===== src/rtl/pwseq_pkg.sv =====
package pwseq_pkg;
  localparam int CMD_W = 4;

  typedef enum logic [1:0] {
    ST_IDLE,
    ST_WAIT_SEL,
    ST_DATA,
    ST_DISC
  } seq_state_e;
endpackage


===== src/rtl/pwseq_sel_timer.sv =====
module pwseq_sel_timer #(
  parameter int LIMIT = 8
) (
  input  logic clk,
  input  logic rst_n,
  input  logic run_i,
  output logic expired_o
);
  localparam int CW = $clog2(LIMIT + 1);

  logic [CW-1:0] cnt_q;

  always_ff @(posedge clk or negedge rst_n) begin
    if (!rst_n)      cnt_q <= '0;
    else if (!run_i) cnt_q <= '0;
    else             cnt_q <= cnt_q + 1'b1;
  end

  assign expired_o = run_i && (cnt_q == CW'(LIMIT - 1));

  // the wait never runs past its bound
  a_r9_wait_bounded: assert property (@(posedge clk) disable iff (!rst_n)
    run_i |-> (cnt_q < CW'(LIMIT)));
endmodule


===== src/rtl/pwseq_end_flag.sv =====
module pwseq_end_flag (
  input  logic clk,
  input  logic rst_n,
  input  logic arm_i,
  input  logic line_end_i,
  output logic pend_o
);
  logic pend_q;

  always_ff @(posedge clk or negedge rst_n) begin
    if (!rst_n)     pend_q <= 1'b0;
    else if (arm_i) pend_q <= pend_q | line_end_i;
    else            pend_q <= 1'b0;
  end

  assign pend_o = pend_q;

  // a warning seen during the wait is kept
  a_r6_warning_kept: assert property (@(posedge clk) disable iff (!rst_n)
    (arm_i && line_end_i) |=> pend_q);
endmodule


===== src/rtl/pwseq_ctrl.sv =====
module pwseq_ctrl
  import pwseq_pkg::*;
(
  input  logic       clk,
  input  logic       rst_n,
  input  logic       frame_i,
  input  logic       irdy_i,
  input  logic       mem_sel_i,
  input  logic       line_end_i,
  input  logic       pend_i,
  input  logic       expired_i,
  output seq_state_e st_q_o,
  output seq_state_e st_d_o,
  output logic       xfer_o,
  output logic       trdy_o,
  output logic       stop_o
);
  seq_state_e st_q, st_d;
  logic       frame_q, trdy_q, stop_q, xfer;

  assign xfer = trdy_q && irdy_i;

  always_comb begin
    st_d = st_q;
    unique case (st_q)
      ST_IDLE:     if (frame_i && !frame_q) st_d = ST_WAIT_SEL;
      ST_WAIT_SEL: begin
        if (mem_sel_i)      st_d = ST_DATA;
        else if (expired_i) st_d = ST_IDLE;
      end
      ST_DATA: begin
        if (xfer && !frame_i)          st_d = ST_IDLE;
        else if (line_end_i || pend_i) st_d = ST_DISC;
      end
      ST_DISC:     if (!frame_i) st_d = ST_IDLE;
      default:     st_d = ST_IDLE;
    endcase
  end

  always_ff @(posedge clk or negedge rst_n) begin
    if (!rst_n) begin
      st_q    <= ST_IDLE;
      frame_q <= 1'b0;
      trdy_q  <= 1'b0;
      stop_q  <= 1'b0;
    end else begin
      st_q    <= st_d;
      frame_q <= frame_i;
      trdy_q  <= (st_d == ST_DATA);
      stop_q  <= (st_d == ST_DISC);
    end
  end

  assign st_q_o = st_q;
  assign st_d_o = st_d;
  assign xfer_o = xfer;
  assign trdy_o = trdy_q;
  assign stop_o = stop_q;

  // handshake outputs are exclusive
  a_r10_trdy_stop_excl: assert property (@(posedge clk) disable iff (!rst_n)
    !(trdy_q && stop_q));

  // TRDY only rises after a sampled select
  a_r3_trdy_after_sel: assert property (@(posedge clk) disable iff (!rst_n)
    $rose(trdy_q) |-> $past(mem_sel_i));

  // a line end during a continuing burst disconnects
  a_r5_line_end_stop: assert property (@(posedge clk) disable iff (!rst_n)
    (trdy_q && line_end_i && frame_i) |=> (stop_q && !trdy_q));

  // STOP holds while FRAME stays asserted
  a_r7_stop_hold: assert property (@(posedge clk) disable iff (!rst_n)
    (stop_q && frame_i) |=> stop_q);

  // a final transfer ends quietly
  a_r8_master_end: assert property (@(posedge clk) disable iff (!rst_n)
    (xfer && !frame_i) |=> (!trdy_q && !stop_q));
endmodule


===== src/rtl/pwseq_cmd_gen.sv =====
module pwseq_cmd_gen
  import pwseq_pkg::*;
#(
  parameter logic [CMD_W-1:0] CMD_NOP       = 4'h0,
  parameter logic [CMD_W-1:0] CMD_HOLD_ADDR = 4'h5,
  parameter logic [CMD_W-1:0] CMD_POST_ADDR = 4'h8,
  parameter logic [CMD_W-1:0] CMD_POST_DATA = 4'h9
) (
  input  logic             clk,
  input  logic             rst_n,
  input  seq_state_e       st_q_i,
  input  seq_state_e       st_d_i,
  input  logic             xfer_i,
  output logic [CMD_W-1:0] cmd_o
);
  logic [CMD_W-1:0] cmd_q, cmd_d;

  always_comb begin
    if (xfer_i)                                       cmd_d = CMD_POST_DATA;
    else if (st_q_i == ST_WAIT_SEL && st_d_i == ST_DATA) cmd_d = CMD_POST_ADDR;
    else if (st_d_i == ST_WAIT_SEL)                   cmd_d = CMD_HOLD_ADDR;
    else                                              cmd_d = CMD_NOP;
  end

  always_ff @(posedge clk or negedge rst_n) begin
    if (!rst_n) cmd_q <= CMD_NOP;
    else        cmd_q <= cmd_d;
  end

  assign cmd_o = cmd_q;

  // each transfer is posted in the following clock
  a_r4_post_each_xfer: assert property (@(posedge clk) disable iff (!rst_n)
    xfer_i |=> (cmd_q == CMD_POST_DATA));

  // the address is posted on entry to the data phase only
  a_r3_addr_on_entry: assert property (@(posedge clk) disable iff (!rst_n)
    (cmd_q == CMD_POST_ADDR) |-> ((st_q_i == ST_DATA) && ($past(st_q_i) == ST_WAIT_SEL)));
endmodule


===== src/rtl/pci_post_wr_seq.sv =====
module pci_post_wr_seq
  import pwseq_pkg::*;
#(
  parameter int              DEC_WAIT      = 8,
  parameter logic [CMD_W-1:0] CMD_NOP       = 4'h0,
  parameter logic [CMD_W-1:0] CMD_HOLD_ADDR = 4'h5,
  parameter logic [CMD_W-1:0] CMD_POST_ADDR = 4'h8,
  parameter logic [CMD_W-1:0] CMD_POST_DATA = 4'h9
) (
  input  logic             clk,
  input  logic             rst_n,
  input  logic             frame_i,
  input  logic             irdy_i,
  input  logic             mem_sel_i,
  input  logic             line_end_i,
  output logic [CMD_W-1:0] cmd_o,
  output logic             trdy_o,
  output logic             stop_o
);
  seq_state_e st_q, st_d;
  logic       xfer, pend, expired;

  pwseq_sel_timer #(.LIMIT(DEC_WAIT)) timer_i (
    .clk       (clk),
    .rst_n     (rst_n),
    .run_i     (st_q == ST_WAIT_SEL),
    .expired_o (expired)
  );

  pwseq_end_flag flag_i (
    .clk        (clk),
    .rst_n      (rst_n),
    .arm_i      (st_q == ST_WAIT_SEL),
    .line_end_i (line_end_i),
    .pend_o     (pend)
  );

  pwseq_ctrl ctrl_i (
    .clk        (clk),
    .rst_n      (rst_n),
    .frame_i    (frame_i),
    .irdy_i     (irdy_i),
    .mem_sel_i  (mem_sel_i),
    .line_end_i (line_end_i),
    .pend_i     (pend),
    .expired_i  (expired),
    .st_q_o     (st_q),
    .st_d_o     (st_d),
    .xfer_o     (xfer),
    .trdy_o     (trdy_o),
    .stop_o     (stop_o)
  );

  pwseq_cmd_gen #(
    .CMD_NOP       (CMD_NOP),
    .CMD_HOLD_ADDR (CMD_HOLD_ADDR),
    .CMD_POST_ADDR (CMD_POST_ADDR),
    .CMD_POST_DATA (CMD_POST_DATA)
  ) cmd_i (
    .clk    (clk),
    .rst_n  (rst_n),
    .st_q_i (st_q),
    .st_d_i (st_d),
    .xfer_i (xfer),
    .cmd_o  (cmd_o)
  );

  // TRDY is never raised straight out of idle
  a_r9_no_trdy_from_idle: assert property (@(posedge clk) disable iff (!rst_n)
    (st_q == ST_IDLE) |=> !trdy_o);

  // the hold code appears only while the select is awaited
  a_r2_hold_while_wait: assert property (@(posedge clk) disable iff (!rst_n)
    (cmd_o == CMD_HOLD_ADDR) |-> (st_q == ST_WAIT_SEL));
endmodule


===== config.mk =====
export PLATFORM = sky130hd
export DESIGN_NAME = pci_post_wr_seq
export DESIGN_NICKNAME = d
export VERILOG_FILES = /design/src/rtl/pwseq_pkg.sv /design/src/rtl/pwseq_sel_timer.sv /design/src/rtl/pwseq_end_flag.sv /design/src/rtl/pwseq_ctrl.sv /design/src/rtl/pwseq_cmd_gen.sv /design/src/rtl/pci_post_wr_seq.sv
export SDC_FILE = /design/constraint.sdc
export NUM_CORES = 1
export LEC_CHECK = 0
export BUFFER_PORTS_ARGS = -buffer_cell sky130_fd_sc_hd__buf_2
export CORE_AREA = 2 2 39 41
export CTS_CLUSTER_DIAMETER = 200
export DETAILED_ROUTE_END_ITERATION = 16
export DIE_AREA = 0 0 41 43
export PLACE_DENSITY = 0.6
export SETUP_SLACK_MARGIN = 0.4
export SYNTH_ARGS = -nofsm -noshare
export SYNTH_HDL_FRONTEND = slang
export SYNTH_SLANG_ARGS = --single-unit

===== constraint.sdc =====
create_clock -name clk -period 2.55 [get_ports clk]
set_input_delay 0.3825 -clock clk [delete_from_list [all_inputs] [get_ports clk]]
set_output_delay 0.3825 -clock clk [all_outputs]
set_load 0.005 [all_outputs]

Word-level counts from Yosys, hierarchy flattened
Index checks and enable logic that the tools add are counted.
- $add $sub $neg: 1
- equality and inequality tests: 7
- bitwise gates (word level): 1
- muxes and demuxes: 12
- reduce and logical (&&, ||, !) cells: 9
- operators with widths (cell ; number):
    2-bit two-way mux ; 6
    4-bit two-way mux ; 3
    2-bit == test (second input constant) ; 4
    2-bit case mux with 4 select lines ; 1
    1-bit logical AND ; 5
    4-bit by 1-bit adder with 4-bit output (second input constant) ; 1
    2-bit by 1-bit == test with 1-bit output (second input constant) ; 2
    4-bit by 3-bit == test with 1-bit output (second input constant) ; 1
    3-bit two-way mux ; 1
    1-bit logical NOT ; 2
    2-bit logical NOT ; 1
    1-bit logical OR ; 1
    1-bit two-way mux ; 1
    1-bit OR ; 1
- flip-flop bits (word level): 14
- input bits: 6
- output and inout port bits: 6
- word-level logic and storage cells: 37

Logic depth before layout (Yosys ltp)
Gate-level depths: netlist of the first run.
- depth after elaboration: 9
- depth in mapped cells: 4
- gate-level depth less buffers: 4

Cells and area by module
A second synthesis of the first run with hierarchy kept.
- cell total of the unflattened synthesis: 46
- area, all modules: 543.0 µm²
- by module, submodules not included (module ; cells an instance ; seq. area each (µm²) ; times used ; area an instance (µm²)):
    pwseq_ctrl ; 19 ; 125.1 ; 1 ; 205.2
    pwseq_sel_timer ; 14 ; 100.1 ; 1 ; 176.4
    pwseq_cmd_gen ; 10 ; 75.1 ; 1 ; 115.1
    pwseq_end_flag ; 2 ; 25.0 ; 1 ; 32.5
    pci_post_wr_seq ; 1 ; 0.0 ; 1 ; 13.8

Worst setup path after synthesis of the first run
OpenSTA, ideal clock, no wires.
- path type: reg2reg
- start: reg timer_i.cnt_q[0]
- end: reg cmd_i.cmd_q[2], in the netlist cmd_i.cmd_o[2]
- data required time: 2.456 ns
- cell stages (with the launch flop): 5
- path buffers: 0
- path slack: 1.144 ns
- period minus slack after synthesis: 1.406 ns
- arrival time: 1.313 ns
- setup time: 0.094 ns
- cell sequence: dfrtp_1 -> ha_1 -> and3b_1 -> o31a_2 -> a221oi_2
- word-level cells in the longest chain between the ends: 9
- elaborated cells on any way between the ends: 11
- classes of those cells: 3 x eq/ne; 6 x mux; 2 x reduce/logical
- ends and longest elaborated chain (what ; RTL line ; source):
    start: declaration ; pwseq_sel_timer.sv:11 ; logic [CW-1:0] cnt_q;
    start signal: assignment ; pwseq_sel_timer.sv:16 ; else cnt_q <= cnt_q + 1'b1;
    4-bit by 3-bit == test with 1-bit output * ; pwseq_sel_timer.sv:19 ; assign expired_o = run_i && (cnt_q == CW'(LIMIT - 1));
    1-bit logical AND * ; pwseq_sel_timer.sv:19 ;
    2-bit two-way mux * ; pwseq_ctrl.sv:29 ; else if (expired_i) st_d = ST_IDLE;
    2-bit two-way mux * ; pwseq_ctrl.sv:28 ; if (mem_sel_i) st_d = ST_DATA;
    2-bit case mux with 4 select lines * ; pwseq_ctrl.sv:25 ; unique case (st_q)
    2-bit by 1-bit == test with 1-bit output / 2-bit == test (equally long branches) ; pwseq_cmd_gen.sv:21, pwseq_cmd_gen.sv:20 ;
    3-bit two-way mux / 1-bit logical AND (equally long branches) ; pwseq_cmd_gen.sv:21, pwseq_cmd_gen.sv:20 ;
    4-bit two-way mux * ; pwseq_cmd_gen.sv:20 ; else if (st_q_i == ST_WAIT_SEL && st_d_i == ST_DATA) cmd_d = CMD_POST_ADDR;
    4-bit two-way mux * ; pwseq_cmd_gen.sv:19 ; if (xfer_i) cmd_d = CMD_POST_DATA;
    named net cmd_i.cmd_d[2] ; pwseq_cmd_gen.sv:16 ; logic [CMD_W-1:0] cmd_q, cmd_d;
    end signal: assignment ; pwseq_cmd_gen.sv:27 ; else cmd_q <= cmd_d;
    end: declaration ; pwseq_cmd_gen.sv:16 ;
Mark *: on every way through the listed nets, which the timed path passes. The rest lies on a longest branch.

Worst setup path after layout of the first run
Ends and elaborated chain as after synthesis.

==> out/metrics.cfg, run 1 <==
[power_and_ir_drop]
power_density_nw_per_um2 = 1010
p_comb_frac = 0.311
ir_worst_vdd_mv = 0.393
internal_power_mw = 0.428
power_mw = 0.645
seqPwrFrac = 0.495
power_leakage_nw = 0.325
netSwitchingPower_mw = 0.217
p_sw_frac = 0.336
power.share.clock = 0.194

[clock_network]
clkSinkCount = 13
cts_resized = 0
htreeDepth = 1
cts_root_buffer = clkbuf_4
cts_tree = built
clock_latency_ps = 270
cts.clk_slew.worst_paths_ps = 80
cts_buffers = 3
cts_buffer_depth = 2

[floorplanning]
io_pins = 12
start_util = 0.392
rows = 14
die_x_um = 41
fp.dieArea_um2 = 1760
core_region_area_um2 = 1380
fp.dieH_um = 43

[routing]
routed_via_density = 4.99
wl_um = 905
wl_per_cell_um = 11.9
ant_nets = 0
drtIter0Drc = 7
drc = 0
via_count = 379
drt_first_pass_iters = 4

[hold_path]
hp-class = in -> reg
worstHoldStart = frame_i

[final_layout]
nets = 68
drive_above_1_share = 0.250
final_util = 0.464
regArea_um2 = 325
synthToLayoutAreaGrowth_pct = 18.2
multi_input_area_um2 = 199
diodes = 0
fill_cells = 141

[critical_path]
crit_buf_inv = 0
crit_type = reg -> reg
critPathArrivalTime_ps = 1680
slowest_delay_ps = 400
crit_required_ps = 2730
setup.worst_path.start = timer_i.cnt_q[0]$_DFF_PN0_
worstSetupEndpointType = register
cp_max_fo = 4
r2r-start = timer_i.cnt_q[0]$_DFF_PN0_
cp_top_family = compound AO/OA/AOI/OAI gates
start_kind = register
path_cells = ha_1 > and3b_1 > o31a_2 > a221oi_2
slowest_stage = dfrtp_1

[placement]
hpwl_um = 654
pre_cts_slack_ps = 1070
place_congestion = 0.737
io_buffers = 10

[global_route]
grt.overflow.total = 0
grt_use_total = 0.126
antenna_found_initial = 0
grt_pass1_wl_mm = 1.47
grt_pass1_vias = 336
grt_max_degree = 14

[yosys]
synth_enable_flop_cells = 0
syn_nets = 53
synthCells = 46
synth.area.top_cells = dfrtp_1 (60%), nor2_1 (4.1%), nand2b_1 (3.5%)
yosys.area.top_type = dfrtp_1
synth_top_area_frac = 0.599
yosys_warnings = 0
synth_area_um2 = 543
synth-main-ff-cell = dfrtp_1
avgSynthCellArea_um2 = 11.8
ys_seq_area_frac = 0.599
synth-seq-cells = 13
synth_cell_types = 23
async_flop_share = 1.00

[timing]
min_period_ps = 1500
hold_slack_ps = 254
hold_viol = 0
tns_ps = 0
finClkSkew_ps = 5.54
max_freq_mhz = 667
drv_slew = 0
finalCritPeriodShare = 0.588
finalSetupViolCount = 0
rsz0062_at_grt = no
worst_slack_ps = 1050

[run_status]
outcome = complete, no violations

[job]
drv_cap = 0

[cells by family after synthesis]
group	share of synthesized area
buffers and inverters	0.0346
xor gates and xnor gates	0.0323
DFF	0.599
adders and majority gates	0.0230
and+or+nand+nor	0.164
AOI/OAI and AO/OA	0.141
other	0.00691
[layer usage]
metal	vias to the layer above	global-route usage	part of all wire
met5	-	0	0
met4	0	0.100	0.011
met3	2	0.0471	0.046
met2	14	0.163	0.46
met1	175	0.162	0.48
li1	188	-	-
[metrics by stage]
| stage | area (um^2) | std cells |
|---|---|---|
| final | 642 | 76 |
| after global routing | 642 | 76 |
| after CTS | 642 | 76 |
| after detailed placement | 606 | 71 |
| after global placement | 606 | 71 |
| after floorplan | 543 | 46 |
[worst paths after layout]
check / end / slack, ps / cells past startpoint
max in group asynchronous: timer_i.cnt_q[2]$_DFF_PN0_ / 1830 / 2
hold / removal: ctrl_i.frame_q$_DFF_PN0_ / 250 / 1
setup / recovery: cmd_i.cmd_o[2]$_DFF_PN0_ / 1050 / 4
setup reg to reg: cmd_i.cmd_o[2]$_DFF_PN0_ / 1050 / 4
hold reg to reg: timer_i.cnt_q[0]$_DFF_PN0_ / 470 / 1
min in group asynchronous: ctrl_i.stop_o$_DFF_PN0_ / 500 / 2
[layout make-up]
cell class | instances | area share
sequential | 13 | 0.507
multi-input combinational | 29 | 0.310
clock buffer | 4 | 0.0409
tap | 16 | 0.0312
inverter | 3 | 0.0175
timing repair buffer | 11 | 0.0936
[power groups by stage]
stage                     Combinational (mW)  Sequential [mW]  Clock, mW
after floorplan                        0.132            0.319          0
after global placement                 0.202            0.323          0
after detailed placement               0.203            0.323          0
after CTS                              0.204            0.319      0.131
after global routing                   0.227            0.329      0.143
final                                  0.201            0.319      0.125
[flip-flops by register name, indices dropped and copies added (netlist names)]
name	flops
cmd_i.cmd_o	3
timer_i.cnt_q	4
ctrl_i.stop_o	1
ctrl_i.trdy_o	1
ctrl_i.frame_q	1
flag_i.pend_o	1
ctrl_i.st_q_o	2
[cells in the mapped netlist (2+ instances only)]
cell type,instances
and3b_1,2
inv_1,3
nand3_1,2
nand2b_1,3
nor2_1,6
dfrtp_1,13
[what timing repair did]
action | in CTS | in global routing
setup buffers | 0 | 0
hold endpoints to repair | 13 | 0
hold buffers | 1 | 0
[cells in the final DEF (no fill, tap or decap), drive strengths merged, types with 2 or more instances in the layout]
cell type / netlist / layout
inv: 3 / 3
and3b: 2 / 2
nor2: 6 / 6
nand3: 2 / 2
nand2b: 3 / 3
clkbuf: 0 / 4
buf: 1 / 10
dfrtp: 13 / 13
Power figures use the tool's default switching activity.
==> inputs of run 2 (changes only) <==
clock period = 1.45 ns   (was 2.55 ns; I/O delays follow)
==> run 2 against run 1 <==
Compared with the run above:
- core utilization increased by 8.3 points
- clock power increased by 75%
- sequential power increased by 71%
- worst setup slack got worse by 970 ps
- wire length increased by 24%
- via count increased by 11%
==> out/metrics.cfg, run 2 (same netlist as run 1, synthesis figures left out) <==
[run_status]
outcome = complete, no violations

[placement]
hpwl_um = 713
dp_cells = 74
place_congestion = 0.720
io_buffers = 10

[clock_network]
cts_tree = built
clock_latency_ps = 270
htreeDepth = 1
cts_buffers = 3
clkSinkCount = 13
cts_buffer_depth = 2
cts.clk_slew.worst_paths_ps = 80
cts_root_buffer = clkbuf_4

[timing]
max_freq_mhz = 731
finClkSkew_ps = 2.25
drv_slew = 0
hold_viol = 0
finalSetupViolCount = 0
tns_ps = 0
rsz0062_at_grt = yes
finalCritPeriodShare = 0.944
min_period_ps = 1370

[global_route]
grt_max_degree = 14
grt.overflow.total = 0
grt_pass1_wl_mm = 1.71
grt_pass1_vias = 375
grt_use_total = 0.150
antenna_found_initial = 0

[critical_path]
crit_required_ps = 1630
cp.depth = 3
cp_max_fo = 4
slowest_delay_ps = 530
start_kind = register
crit_buf_inv = 0
regToRegSetupSlack_ps = 80
cp_top_family = simple AND/OR/NAND/NOR gates
reg2reg_depth = 3
path_cells = or4b_4 > o31a_4 > a221oi_2
slowest_stage = or4b_4
crit_type = reg -> reg
critPathArrivalTime_ps = 1550
worstSetupEndpointType = register

[floorplanning]
fp.dieArea_um2 = 1760
io_pins = 12
fp.dieH_um = 43
rows = 14
start_util = 0.392
die_x_um = 41
core_region_area_um2 = 1380

[routing]
via_count = 422
routed_via_density = 5.08
drtIter0Drc = 10
drc = 0
wl_per_cell_um = 13.5
drt_first_pass_iters = 4
wl_mm = 1.12
ant_nets = 0

[final_layout]
layout_commonest_cell = dfrtp_1
mostFrequentLayoutCells = dfrtp_1 (13), buf_2 (10), nor2_1 (6)
largest_register_ffs = 4
regMostFlops = timer_i.cnt_q
synthToLayoutAreaGrowth_pct = 39.4
diodes = 0
final_util = 0.547
stdcell_count = 83
drive_above_1_share = 0.448
nets = 75
fill_cells = 124

[power_and_ir_drop]
power_density_nw_per_um2 = 1850
ir_worst_vdd_mv = 1.15
power_leakage_nw = 0.387

[job]
drv_cap = 0

[hold_path]
holdPathStages = 1
hp-class = in -> reg

run 2: changes by cell type in the layout (fill, tap and decap cells not counted), sizes merged:
cell,delta
buf,+7
run 2: where the power goes:
group,internal [mW],leakage (nW),total [mW],switching [mW]
clock network,0.107,0.0150,0.219,0.112
logic,0.341,0.204,0.639,0.298
registers,0.475,0.168,0.546,0.0707
run 2: per-stage QoR:
| step | setup WS [ps] | hold WS, ps | cell area (um^2) | power (mW) |
|---|---|---|---|---|
| 2_1_floorplan | 102 | -78.1 | 551 | 0.803 |
| 3_3_place_gp | 71.2 | 114 | 636 | 0.993 |
| 3_5_place_dp | 48.9 | 115 | 636 | 1.00 |
| 4_1_cts | 70.8 | 89.2 | 687 | 1.25 |
| 5_1_grt | 0.971 | 79.9 | 757 | 1.52 |
| 6_report | 81.5 | 101 | 757 | 1.40 |
run 2: path summary, 6_finish.rpt:
check	startpoint	endpoint
worst max-delay path	ctrl_i.st_q_o[1]$_DFF_PN0_	cmd_i.cmd_o[2]$_DFF_PN0_
worst min-delay path	frame_i	ctrl_i.frame_q$_DFF_PN0_
worst max register to register	ctrl_i.st_q_o[1]$_DFF_PN0_	cmd_i.cmd_o[2]$_DFF_PN0_
worst min register to register	flag_i.pend_o$_DFF_PN0_	flag_i.pend_o$_DFF_PN0_
max in group asynchronous	rst_n	timer_i.cnt_q[0]$_DFF_PN0_
min in group asynchronous	rst_n	ctrl_i.trdy_o$_DFF_PN0_
run 2: metal layers:
metal  part of all wire  vias up  GRT usage
li1                   -      200          -
met1               0.46      214      0.228
met2               0.50        6      0.175
met3              0.028        2     0.0471
met4              0.011        0      0.100
met5                  0        -          0
run 2: area by class of cell:
class | count | area [um^2] | area share
Sequential cell | 13 | 325 | 0.430
Clock buffer | 4 | 26.3 | 0.0347
Tap cell | 16 | 20.0 | 0.0264
Inverter | 3 | 11.3 | 0.0149
Multi-Input combinational cell | 29 | 254 | 0.336
Timing Repair Buffer | 18 | 120 | 0.159
run 2: what timing repair did:
action	CTS	global route
setup buffers	2	2
endpoints found under the hold margin	13	0
setup endpoints to repair	7	12
pin swaps	2	5
gates resized for setup	0	10
hold buffers	1	0
gates cloned	0	0
==> inputs of run 3 (changes only) <==
GPL_TIMING_DRIVEN = 0   (was not set)
==> run 3 against run 2 <==
Compared with the run above:
- wire length is 11% lower
- count of clock-buffer cells in the layout stayed put
- die area did not move
- critical path depth up 2
- clock skew increased by 4.8 ps
- largest cell class unchanged
- highest routed layer is now met3
==> out/metrics.cfg, run 3 (same netlist as run 1, synthesis figures left out) <==
[critical_path]
r2r-start = timer_i.cnt_q[0]$_DFF_PN0_
regToRegSetupSlack_ps = 20
reg2reg_depth = 5
crit_required_ps = 1640
start_kind = register
setup.worst_path.start = timer_i.cnt_q[0]$_DFF_PN0_
worstSetupEndpointType = register
crit_type = reg -> reg
cp_max_fo = 4
critPathArrivalTime_ps = 1620

[floorplanning]
io_pins = 12
fp.dieH_um = 43
start_util = 0.392
rows = 14
die_x_um = 41
core_region_area_um2 = 1380
fp.dieArea_um2 = 1760

[routing]
route.met2.wl_um = 492
via_count = 394
wl_um = 995
m1WireLength_um = 464
drc = 0
wl_per_cell_um = 12.1
drtIter0Drc = 1
routed.top_layer = met3
routed_via_density = 4.80
drt_first_pass_iters = 2
met3WireLength_um = 38
ant_nets = 0

[power_and_ir_drop]
power_density_nw_per_um2 = 1820
ir_worst_vdd_mv = 0.852
power_leakage_nw = 0.354

[final_layout]
multi_input_area_um2 = 226
largest_register_ffs = 4
mostFrequentLayoutCells = dfrtp_1 (13), buf_2 (10), nor2_1 (6), buf_4 (6)
diodes = 0
drive_above_1_share = 0.379
final_util = 0.516
layout_commonest_cell = dfrtp_1
nets = 74
regMostFlops = timer_i.cnt_q
regArea_um2 = 325
synthToLayoutAreaGrowth_pct = 31.6
fill_cells = 133

[global_route]
grt_pass1_wl_mm = 1.58
grt.overflow.total = 0
grt_use_total = 0.128
grt_max_degree = 14
antenna_found_initial = 0
grt_pass1_vias = 351

[timing]
drv_slew = 0
max_freq_mhz = 698
hold_viol = 0
finClkSkew_ps = 7.03
finalSetupViolCount = 0
hold_slack_ps = 102
worst_slack_ps = 17.5
min_period_ps = 1430
rsz0062_at_grt = yes
finalCritPeriodShare = 0.988

[placement]
place_congestion = 0.658
pre_cts_slack_ps = -0.738
io_buffers = 10
hpwl_um = 707

[job]
drv_cap = 0

[clock_network]
clock_latency_ps = 260
cts_buffer_depth = 2
clkSinkCount = 13
cts_tree = built
htreeDepth = 1
cts.clk_slew.worst_paths_ps = 80
cts_root_buffer = clkbuf_4
cts_buffers = 3

[hold_path]
hp-class = in -> reg
holdPathStages = 1
worstHoldStart = frame_i

[run_status]
outcome = complete, no violations

## run 3: changes by cell type in the layout (fill, tap and decap cells not counted), sizes merged
cell	before	now
buf	17	16
## run 3: metal layers
metal / up-vias / GRT usage
li1: 200 / -
met4: 0 / 0.0200
met3: 0 / 0.0314
met1: 188 / 0.182
met5: - / 0
met2: 6 / 0.197
## run 3: where the power goes
| part | total, mW | switching, mW | leakage, nW | internal, mW |
|---|---|---|---|---|
| clock network | 0.213 | 0.107 | 0.0150 | 0.106 |
| registers | 0.549 | 0.0742 | 0.168 | 0.475 |
| logic | 0.538 | 0.257 | 0.171 | 0.280 |
## run 3: path summary, 6_finish.rpt
path | to
max reg2reg | cmd_i.cmd_o[0]$_DFF_PN0_
max | cmd_i.cmd_o[0]$_DFF_PN0_
max in group asynchronous | cmd_i.cmd_o[3]$_DFF_PN0_
min reg2reg | timer_i.cnt_q[0]$_DFF_PN0_
min | ctrl_i.frame_q$_DFF_PN0_
min in group asynchronous | ctrl_i.stop_o$_DFF_PN0_
## run 3: area by class of cell
class,count,share of cell area
multi-input cells,29,0.317
flip-flops and latches,13,0.455
well taps,16,0.0280
repair buffers,16,0.137
inverters,3,0.0158
plain buffers,1,0.0105
clock buffers,4,0.0368
## run 3: what timing repair did
action | 4_1_cts | 5_1_grt
endpoints found under the setup margin | 7 | 7
pin swaps | 1 | 2
setup buffers | 3 | 2
hold endpoints to repair | 13 | 0
gates resized for setup | 0 | 3
hold buffers | 1 | 0
## run 3: critical path, cell delays in order, from the launching register on
cell and delay, ps:
dfrtp_1 400, ha_2 180, and3b_1 160, o31a_2 360, buf_4 150, a22oi_2 110
## run 3: stage by stage
stage	power [mW]	instances	cell area (um^2)	TNS (ps)
finish	1.30	82	714	0
CTS	1.21	80	679	0
global placement	0.928	72	621	0
detailed placement	0.941	72	621	-0.738
global route	1.40	82	714	-84.4
floorplan	0.803	46	551	0
